### config.mk
export PLATFORM = sky130hd
export DESIGN_NAME = irq_concentrator
export DESIGN_NICKNAME = d
export VERILOG_FILES = /design/src/rtl/irq_concentrator_pkg.sv /design/src/rtl/irq_mask_bank.sv /design/src/rtl/irq_mailbox_bank.sv /design/src/rtl/irq_timer_bank.sv /design/src/rtl/irq_concentrator.sv
export SDC_FILE = /design/constraint.sdc
export NUM_CORES = 2
export LEC_CHECK = 0
export BUFFER_PORTS_ARGS = -buffer_cell sky130_fd_sc_hd__buf_2
export CAP_MARGIN = 20
export CORE_MARGIN = 2
export CORE_UTILIZATION = 55
export CTS_BUF_LIST = sky130_fd_sc_hd__clkbuf_16
export CTS_CLUSTER_SIZE = 24
export DETAILED_ROUTE_END_ITERATION = 12
export PLACE_DENSITY = 0.68
export SETUP_SLACK_MARGIN = 0.1
export SYNTH_ARGS = -nofsm -noshare
export SYNTH_HDL_FRONTEND = slang
export SYNTH_SLANG_ARGS = --single-unit
### constraint.sdc
create_clock -name clk -period 2.9 [get_ports clk]
set_input_delay 0.435 -clock clk [delete_from_list [all_inputs] [get_ports clk]]
set_output_delay 0.435 -clock clk [all_outputs]
set_load 0.02 [all_outputs]
### src/rtl/irq_concentrator_pkg.sv
package irq_concentrator_pkg;

   localparam int FN_W   = 5;
   localparam int IX_W   = 5;
   localparam int ADDR_W = FN_W + IX_W;
   localparam int MAX_SRC = 16;

   // Register function codes; the mask groups are decoded by offset from their base
   typedef enum logic [FN_W-1:0] {
      FN_MBOX = 5'd0,
      FN_PER  = 5'd1,
      FN_VAL  = 5'd2,
      FN_ACK  = 5'd3,
      FN_TMSK = 5'd4,
      FN_TSET = 5'd5,
      FN_TCLR = 5'd6,
      FN_HMSK = 5'd8,
      FN_HSET = 5'd9,
      FN_HCLR = 5'd10,
      FN_MMSK = 5'd12,
      FN_MSET = 5'd13,
      FN_MCLR = 5'd14,
      FN_PRIO = 5'd15,
      FN_CFG  = 5'd16
   } func_e;

   // Source kinds, also the index into the per-kind arrays
   localparam int KIND_HWI = 0;
   localparam int KIND_WTI = 1;
   localparam int KIND_PTI = 2;
   localparam int N_KIND   = 3;

   typedef enum logic [1:0] {
      MOP_LOAD = 2'd0,
      MOP_SET  = 2'd1,
      MOP_CLR  = 2'd2
   } mask_op_e;

   function automatic logic [FN_W-1:0] mask_base(input int kind);
      case (kind)
         KIND_HWI: return FN_HMSK;
         KIND_WTI: return FN_MMSK;
         default:  return FN_TMSK;
      endcase
   endfunction

   // {valid, index} of the lowest set bit; scan from the top so the last hit wins
   function automatic logic [5:0] lowest_set(input logic [MAX_SRC-1:0] v);
      logic [5:0] r;
      r = '0;
      for (int j = MAX_SRC - 1; j >= 0; j--) begin
         if (v[j]) r = {1'b1, 5'(j)};
      end
      return r;
   endfunction

endpackage

### src/rtl/irq_mask_bank.sv
module irq_mask_bank
   import irq_concentrator_pkg::*;
#(
   parameter int N_CORE = 4,
   parameter int N_SRC  = 8
) (
   input  logic                             clk,
   input  logic                             rst_n,
   input  logic                             wr_en,
   input  logic [1:0]                       wr_op,
   input  logic [IX_W-1:0]                  wr_core,
   input  logic [MAX_SRC-1:0]               wr_data,
   output logic [N_CORE-1:0][MAX_SRC-1:0]   mask_o
);

   localparam logic [MAX_SRC-1:0] KEEP = MAX_SRC'((32'd1 << N_SRC) - 32'd1);

   if (N_SRC < 1 || N_SRC > MAX_SRC) begin : g_bad_src
      $error("irq_mask_bank: N_SRC out of range");
   end

   for (genvar c = 0; c < N_CORE; c++) begin : g_core
      logic [MAX_SRC-1:0] m_r;
      logic               hit;

      assign hit = wr_en && (wr_core == IX_W'(c));

      always_ff @(posedge clk or negedge rst_n) begin
         if (!rst_n) begin
            m_r <= '0;
         end else if (hit) begin
            case (mask_op_e'(wr_op))
               MOP_LOAD: m_r <= wr_data & KEEP;
               MOP_SET:  m_r <= m_r | (wr_data & KEEP);
               MOP_CLR:  m_r <= m_r & ~wr_data;
               default:  m_r <= m_r;
            endcase
         end
      end

      assign mask_o[c] = m_r;
   end

endmodule

### src/rtl/irq_mailbox_bank.sv
module irq_mailbox_bank
   import irq_concentrator_pkg::*;
#(
   parameter int N_BOX  = 8,
   parameter int DATA_W = 32
) (
   input  logic               clk,
   input  logic               rst_n,
   input  logic               wr_en,
   input  logic               rd_en,
   input  logic [IX_W-1:0]    idx,
   input  logic [DATA_W-1:0]  wdata,
   output logic [N_BOX-1:0]   pend_o,
   output logic [DATA_W-1:0]  data_o
);

   logic [N_BOX-1:0][DATA_W-1:0] box_q;

   for (genvar b = 0; b < N_BOX; b++) begin : g_box
      logic [DATA_W-1:0] data_r;
      logic              pend_r;
      logic              hit;

      assign hit = (idx == IX_W'(b));

      always_ff @(posedge clk or negedge rst_n) begin
         if (!rst_n) begin
            data_r <= '0;
            pend_r <= 1'b0;
         end else if (wr_en && hit) begin
            data_r <= wdata;
            pend_r <= 1'b1;
         end else if (rd_en && hit) begin
            pend_r <= 1'b0;
         end
      end

      assign box_q[b]  = data_r;
      assign pend_o[b] = pend_r;
   end

   always_comb begin
      data_o = '0;
      for (int b = 0; b < N_BOX; b++) begin
         if (idx == IX_W'(b)) data_o = box_q[b];
      end
   end

endmodule

### src/rtl/irq_timer_bank.sv
module irq_timer_bank
   import irq_concentrator_pkg::*;
#(
   parameter int N_TMR   = 4,
   parameter int TIMER_W = 32
) (
   input  logic               clk,
   input  logic               rst_n,
   input  logic               per_we,
   input  logic               ack_we,
   input  logic [IX_W-1:0]    idx,
   input  logic [TIMER_W-1:0] wdata,
   output logic [N_TMR-1:0]   pend_o,
   output logic [TIMER_W-1:0] per_o,
   output logic [TIMER_W-1:0] val_o
);

   logic [N_TMR-1:0][TIMER_W-1:0] per_q;
   logic [N_TMR-1:0][TIMER_W-1:0] val_q;

   for (genvar t = 0; t < N_TMR; t++) begin : g_tmr
      logic [TIMER_W-1:0] per_r;
      logic [TIMER_W-1:0] val_r;
      logic               pend_r;
      logic               hit;
      logic               running;
      logic               expire;

      assign hit     = (idx == IX_W'(t));
      assign running = (per_r != '0);
      assign expire  = running && (val_r <= TIMER_W'(1));

      always_ff @(posedge clk or negedge rst_n) begin
         if (!rst_n) begin
            per_r  <= '0;
            val_r  <= '0;
            pend_r <= 1'b0;
         end else begin
            // expiry outranks a same-edge acknowledge
            pend_r <= expire | (pend_r & ~(ack_we & hit));
            if (per_we && hit) begin
               per_r <= wdata;
               val_r <= wdata;
            end else if (running) begin
               val_r <= expire ? per_r : val_r - TIMER_W'(1);
            end
         end
      end

      assign per_q[t]  = per_r;
      assign val_q[t]  = val_r;
      assign pend_o[t] = pend_r;
   end

   always_comb begin
      per_o = '0;
      val_o = '0;
      for (int t = 0; t < N_TMR; t++) begin
         if (idx == IX_W'(t)) begin
            per_o = per_q[t];
            val_o = val_q[t];
         end
      end
   end

endmodule

### src/rtl/irq_concentrator.sv
module irq_concentrator
   import irq_concentrator_pkg::*;
#(
   parameter int N_CORE  = 4,
   parameter int N_HWI   = 8,
   parameter int N_WTI   = 8,
   parameter int N_PTI   = 4,
   parameter int DATA_W  = 32,
   parameter int TIMER_W = 32
) (
   input  logic                clk,
   input  logic                rst_n,
   input  logic                req_valid,
   input  logic                req_write,
   input  logic [9:0]          req_addr,
   input  logic [DATA_W-1:0]   req_wdata,
   output logic                rsp_valid,
   output logic [DATA_W-1:0]   rsp_data,
   input  logic [N_HWI-1:0]    hwi_in,
   output logic [N_CORE-1:0]   irq_out
);

   // ---------------- elaboration checks ----------------
   if (N_CORE < 1 || N_CORE > 32) begin : g_bad_core
      $error("irq_concentrator: N_CORE must be 1..32");
   end
   if (N_HWI < 1 || N_HWI > MAX_SRC || N_WTI < 1 || N_WTI > MAX_SRC ||
       N_PTI < 1 || N_PTI > MAX_SRC) begin : g_bad_src
      $error("irq_concentrator: source counts must be 1..16");
   end
   if (DATA_W < 27) begin : g_bad_data
      $error("irq_concentrator: DATA_W must hold the priority word");
   end
   if (TIMER_W < 1 || TIMER_W > DATA_W) begin : g_bad_timer
      $error("irq_concentrator: TIMER_W must be 1..DATA_W");
   end

   // ---------------- request decode ----------------
   logic [FN_W-1:0] fn;
   logic [IX_W-1:0] idx;
   logic            wr, rd;
   logic            core_ok, wti_ok, pti_ok;

   assign fn      = req_addr[ADDR_W-1:IX_W];
   assign idx     = req_addr[IX_W-1:0];
   assign wr      = req_valid & req_write;
   assign rd      = req_valid & ~req_write;
   assign core_ok = int'(idx) < N_CORE;
   assign wti_ok  = int'(idx) < N_WTI;
   assign pti_ok  = int'(idx) < N_PTI;

   // ---------------- sources ----------------
   logic [N_WTI-1:0]   wti_pend;
   logic [N_PTI-1:0]   pti_pend;
   logic [DATA_W-1:0]  mbox_rd;
   logic [TIMER_W-1:0] tmr_per, tmr_val;

   irq_mailbox_bank #(
      .N_BOX  (N_WTI),
      .DATA_W (DATA_W)
   ) u_mbox (
      .clk    (clk),
      .rst_n  (rst_n),
      .wr_en  (wr && fn == FN_MBOX && wti_ok),
      .rd_en  (rd && fn == FN_MBOX && wti_ok),
      .idx    (idx),
      .wdata  (req_wdata),
      .pend_o (wti_pend),
      .data_o (mbox_rd)
   );

   irq_timer_bank #(
      .N_TMR   (N_PTI),
      .TIMER_W (TIMER_W)
   ) u_tmr (
      .clk    (clk),
      .rst_n  (rst_n),
      .per_we (wr && fn == FN_PER && pti_ok),
      .ack_we (wr && fn == FN_ACK && pti_ok),
      .idx    (idx),
      .wdata  (req_wdata[TIMER_W-1:0]),
      .pend_o (pti_pend),
      .per_o  (tmr_per),
      .val_o  (tmr_val)
   );

   logic [N_KIND-1:0][MAX_SRC-1:0] act;
   assign act[KIND_HWI] = MAX_SRC'(hwi_in);
   assign act[KIND_WTI] = MAX_SRC'(wti_pend);
   assign act[KIND_PTI] = MAX_SRC'(pti_pend);

   // ---------------- per-kind mask banks ----------------
   logic [N_KIND-1:0][N_CORE-1:0][MAX_SRC-1:0] msk;

   for (genvar k = 0; k < N_KIND; k++) begin : g_kind
      localparam int              NS   = (k == KIND_HWI) ? N_HWI :
                                         (k == KIND_WTI) ? N_WTI : N_PTI;
      localparam logic [FN_W-1:0] BASE = mask_base(k);
      logic       in_grp;
      logic [1:0] op;

      assign in_grp = (fn == BASE) || (fn == BASE + FN_W'(1)) || (fn == BASE + FN_W'(2));
      assign op     = 2'(fn - BASE);

      irq_mask_bank #(
         .N_CORE (N_CORE),
         .N_SRC  (NS)
      ) u_bank (
         .clk     (clk),
         .rst_n   (rst_n),
         .wr_en   (wr && in_grp && core_ok),
         .wr_op   (op),
         .wr_core (idx),
         .wr_data (req_wdata[MAX_SRC-1:0]),
         .mask_o  (msk[k])
      );
   end

   // ---------------- per-core concentration ----------------
   logic [N_CORE-1:0][N_KIND-1:0][MAX_SRC-1:0] live;
   logic [N_CORE-1:0][DATA_W-1:0]              prio;

   for (genvar c = 0; c < N_CORE; c++) begin : g_cpu
      logic [5:0] w_h, w_w, w_p;

      for (genvar k = 0; k < N_KIND; k++) begin : g_live
         assign live[c][k] = act[k] & msk[k][c];
      end

      assign irq_out[c] = |live[c];

      assign w_p = lowest_set(live[c][KIND_PTI]);
      assign w_h = lowest_set(live[c][KIND_HWI]);
      assign w_w = lowest_set(live[c][KIND_WTI]);

      always_comb begin
         prio[c]        = '0;
         prio[c][4:0]   = w_p[4:0];
         prio[c][12:8]  = w_h[4:0];
         prio[c][20:16] = w_w[4:0];
         prio[c][24]    = w_p[5];
         prio[c][25]    = w_h[5];
         prio[c][26]    = w_w[5];
      end
   end

   // ---------------- read path ----------------
   logic [N_KIND-1:0][MAX_SRC-1:0] sel_msk, sel_live;
   logic [DATA_W-1:0]              sel_prio;
   logic                           sel_tpend;
   logic [DATA_W-1:0]              cfg_word;
   logic [DATA_W-1:0]              rd_word;

   always_comb begin
      sel_msk  = '0;
      sel_live = '0;
      sel_prio = '0;
      for (int c = 0; c < N_CORE; c++) begin
         if (idx == IX_W'(c)) begin
            for (int k = 0; k < N_KIND; k++) begin
               sel_msk[k]  = msk[k][c];
               sel_live[k] = live[c][k];
            end
            sel_prio = prio[c];
         end
      end
      sel_tpend = 1'b0;
      for (int t = 0; t < N_PTI; t++) begin
         if (idx == IX_W'(t)) sel_tpend = pti_pend[t];
      end
   end

   always_comb begin
      cfg_word        = '0;
      cfg_word[7:0]   = 8'(N_HWI);
      cfg_word[15:8]  = 8'(N_WTI);
      cfg_word[23:16] = 8'(N_PTI);
   end

   always_comb begin
      rd_word = '0;
      case (fn)
         FN_MBOX: if (wti_ok)  rd_word = mbox_rd;
         FN_PER:  if (pti_ok)  rd_word = DATA_W'(tmr_per);
         FN_VAL:  if (pti_ok)  rd_word = DATA_W'(tmr_val);
         FN_ACK:  if (pti_ok)  rd_word = DATA_W'(sel_tpend);
         FN_TMSK, FN_TSET: if (core_ok) rd_word = DATA_W'(sel_msk[KIND_PTI]);
         FN_TCLR:          if (core_ok) rd_word = DATA_W'(sel_live[KIND_PTI]);
         FN_HMSK, FN_HSET: if (core_ok) rd_word = DATA_W'(sel_msk[KIND_HWI]);
         FN_HCLR:          if (core_ok) rd_word = DATA_W'(sel_live[KIND_HWI]);
         FN_MMSK, FN_MSET: if (core_ok) rd_word = DATA_W'(sel_msk[KIND_WTI]);
         FN_MCLR:          if (core_ok) rd_word = DATA_W'(sel_live[KIND_WTI]);
         FN_PRIO:          if (core_ok) rd_word = sel_prio;
         FN_CFG:  rd_word = cfg_word;
         default: rd_word = '0;
      endcase
   end

   always_ff @(posedge clk or negedge rst_n) begin
      if (!rst_n) begin
         rsp_valid <= 1'b0;
         rsp_data  <= '0;
      end else begin
         rsp_valid <= rd;
         rsp_data  <= rd ? rd_word : '0;
      end
   end

endmodule

==> summary.txt <==
Layout
  – FF+latch area: 18800 um^2
  – Finished Core Util: 0.654
  – Multi-input combinational cell area: 19800 um^2
  – Leading cell type in the layout, fill and taps excluded: dfrtp_1
  – Share of cells above drive strength 1: 0.245
  – Nets: 4275
  – Finished layout cell area: 46800 um^2
  – Commonest non-fill, non-tap cells in the layout: dfrtp_1, nand2_1, buf_4
  – Syn-to-layout area delta: 17.6%
  – Fill cells: 5690

Global route
  – Vias in the first global route: 34700
  – Grt total ovfl: 0
  – Initial antenna violation count: 6
  – Overall Global Routing Usage: 0.419
  – First-pass GRT wire length: 231000 um
  – Largest net degree at the start of global routing: 109

Setup path
  – CP Capture Type: primary output
  – Reg2Reg Depth: 7
  – Worst setup SP type: register
  – CP Max Fanout: 7
  – Max incr delay on CP: 0.51 ns
  – Worst r2r src: u_tmr.g_tmr[1].per_r[1]
  – FF-to-FF setup slack: 0.13 ns
  – CP arrival: 2.36 ns
  – Critical path data required time: 2.47 ns
  – Worst path top cell family by delay: simple AND/OR/NAND/NOR gates
  – Critical R2R Capture: u_tmr.g_tmr[1].val_r[12]
  – Worst-path cell chain: nand2_1 -> and3_4 -> nand3_1 -> or3b_2 -> buf_2
  – Slowest CP cell: dfrtp_1
  – Critical path class: reg -> out
  – Buf/Inv on CP: 1

Yosys
  – Most area-hungry cell type in the Yosys netlist: dfrtp_1
  – Synth Instances: 3940
  – Synth Register Bits: 749
  – Synthesized area: 39700 um^2
  – Synth top area cells: dfrtp_1, mux2_2, nand2_1
  – Yosys cell types: 89
  – Avg Synthesized Cell Area: 10.1 um^2
  – YS warnings: 0
  – FFs w/ async S/R, synth: 1.00
  – EDFF count, synth: 0
  – Synth top area share: 0.472
  – Syn_nets: 4007
  – Synth Flop Type: dfrtp_1
  – Sequential share of the synthesized area: 0.472

Drt
  – Total number of vias: 36400
  – Via-per-instance ratio: 6.97
  – Wirelength, routed: 156000 um
  – # DRC: 0
  – Drt initial violations: 5750
  – Antenna-violating nets left: 0
  – Router iterations before antenna repair: 8
  – Per-cell routed wire length: 29.9 um

Die
  – Die ar.: 74400 um^2
  – Die width: 273 um
  – Site row count: 98
  – Ports: 91
  – Initial core utilization: 0.556
  – Core area: 71500 um^2
  – Die Y: 273 um

Timing
  – WHS: 0.0678 ns
  – RSZ-0062 raised after global routing: true
  – Worst Clk Skew: 0.0415 ns
  – F_max: 0.357 GHz
  – Min Clock Period, post-route: 2.80 ns
  – Final period util: 0.965
  – Worst-Margin Slew: 1.07 ns
  – Worst slew margin: 0.284
  – Max-slew violation count: 0
  – Worst setup margin: 0.102 ns
  – Final Hold Fails: 0
  – TNS Setup: 0 ns
  – Final setup viols: 0

CTS
  – Clock Latency Late Sink: 0.67 ns
  – H-Tree Depth: 3
  – Total CTS buffers: 81
  – Longest Clk Path Bufs: 3
  – CTS Sinks: 749
  – Clock-pin slew on the worst setup and hold paths: 0.06 ns
  – CTS tree: yes
  – Clk root buf: clkbuf_16

Min path
  – Hold path endpoint: u_mbox.g_box[4].pend_r
  – Hold Crit Start: req_write
  – Worst hold path cell count: 2
  – Hold Path Class: in -> reg

Placed design
  – DP HPWL: 114000 um
  – Placer Congestion: 1.09
  – Pre-CTS setup slack: -0.197 ns
  – IO buf count: 90
  – Dpl cell area: 44000 um^2

Power and ir drop
  – Clock Power Share: 0.421
  – Comb pwr share: 0.118
  – Fraction of power consumed by sequential logic: 0.461
  – Peak supply drop: 0.000541 V
  – NetSw: 6.96 mW
  – Switching share of power: 0.287
  – Pleak: 21.2 nW
  – Internal Power: 17.3 mW
  – Power Density: 519 nW/um^2

Job
  – Max Cap Viol: 0

Outcome
  – Status: finished clean
-- synthesized netlist by cell type (all sizes together) (38+ instances only) --
library cell / n
a21boi: 119
a21oi: 266
a22o: 38
a22oi: 102
a31oi: 51
buf: 79
clkbuf: 237
dfrtp: 749
inv: 42
mux2: 279
mux4: 92
nand2: 559
nand3: 89
nor2: 207
nor3: 76
nor4: 87
o211ai: 52
o21ai: 212
-- cell type report --
cell class / instances / share of cell area
multi-input cells: 2833 / 0.424
flip-flops and latches: 749 / 0.401
repair buffers: 501 / 0.0897
clock buffers: 81 / 0.0434
well taps: 950 / 0.0254
clock inverters: 65 / 0.0122
inverters: 42 / 0.00337
diodes: 3 / 0.000161
-- per-stage QoR --
stage          total power, mW  instances
4_1_cts                   24.2       5220
3_3_place_gp              14.1       5070
6_report                  24.3       5224
2_1_floorplan             12.6       3940
3_5_place_dp              14.1       5070
5_1_grt                   24.9       5223
-- power groups by stage --
| stage | sequential (mW) | clock, mW | combinational (mW) |
|---|---|---|---|
| 6_report | 11.2 | 10.2 | 2.86 |
| 2_1_floorplan | 11.1 | 0 | 1.43 |
| 5_1_grt | 11.2 | 10.7 | 3.04 |
| 3_5_place_dp | 11.3 | 0 | 2.76 |
| 4_1_cts | 11.1 | 10.3 | 2.78 |
| 3_3_place_gp | 11.3 | 0 | 2.74 |
-- worst register-to-register path: cells and delay by family, from the launching register on --
family / cells / cell delay (ns)
flip-flops: 1 / 0.47
AO/OA/AOI/OAI: 2 / 0.43
buffers and inverters: 1 / 0.22
AND/OR/NAND/NOR: 4 / 1.54
-- metal layers --
metal,vias to the layer above,GRT usage,part of all wire
li1,15300,-,-
met1,18200,0.615,0.40
met2,2518,0.584,0.41
met3,410,0.129,0.14
met4,4,0.152,0.041
met5,-,0,0.00013
-- flip-flops by register name (all words and copies together) (netlist names) --
register,cells
u_mbox.g_box.data_r,256
u_tmr.g_tmr.val_r,128
rsp_data,32
u_tmr.g_tmr.pend_r,4
u_tmr.g_tmr.per_r,128
rsp_valid,1
u_mbox.g_box.pend_r,8
g_kind.u_bank.g_core.m_r,192
-- how the worst max path moves through the flow --
| stage | from | endpoint | slack (ns) | cells after the start |
|---|---|---|---|---|
| floorplan | req_addr[5] | u_mbox.g_box[5].data_r[18] | 0.14 | 9 |
| global placement | req_addr[9] | g_kind[0].u_bank.g_core[1].m_r[2] | -0.07 | 8 |
| detailed placement | req_addr[9] | g_kind[0].u_bank.g_core[0].m_r[7] | -0.20 | 8 |
| CTS | u_mbox.g_box[6].pend_r | irq_out[2] | 0.10 | 4 |
| global route | g_kind[1].u_bank.g_core[2].m_r[0] | irq_out[2] | 0.09 | 5 |
| finish | u_mbox.g_box[2].pend_r | irq_out[2] | 0.10 | 5 |
-- kinds of logic after synthesis --
kind of cell    count (synthesis)  synth area share
flops                         749             0.472
compound gates               1144             0.193
mux                           403             0.139
buf+inv                       358            0.0361
fa+ha+maj                      13           0.00409
xor+xnor                       43           0.00948
simple gates                 1230             0.146
-- what timing repair did --
action                                 CTS  global route
hold buffers                             1             0
resized for setup                       20            15
cloned                                   0             0
buffers inserted                         3             1
pin swaps                                1             2
endpoints found under the hold margin   22             0
setup endpoints to repair                3            25
Note: power is estimated with default switching activity, not from simulation.
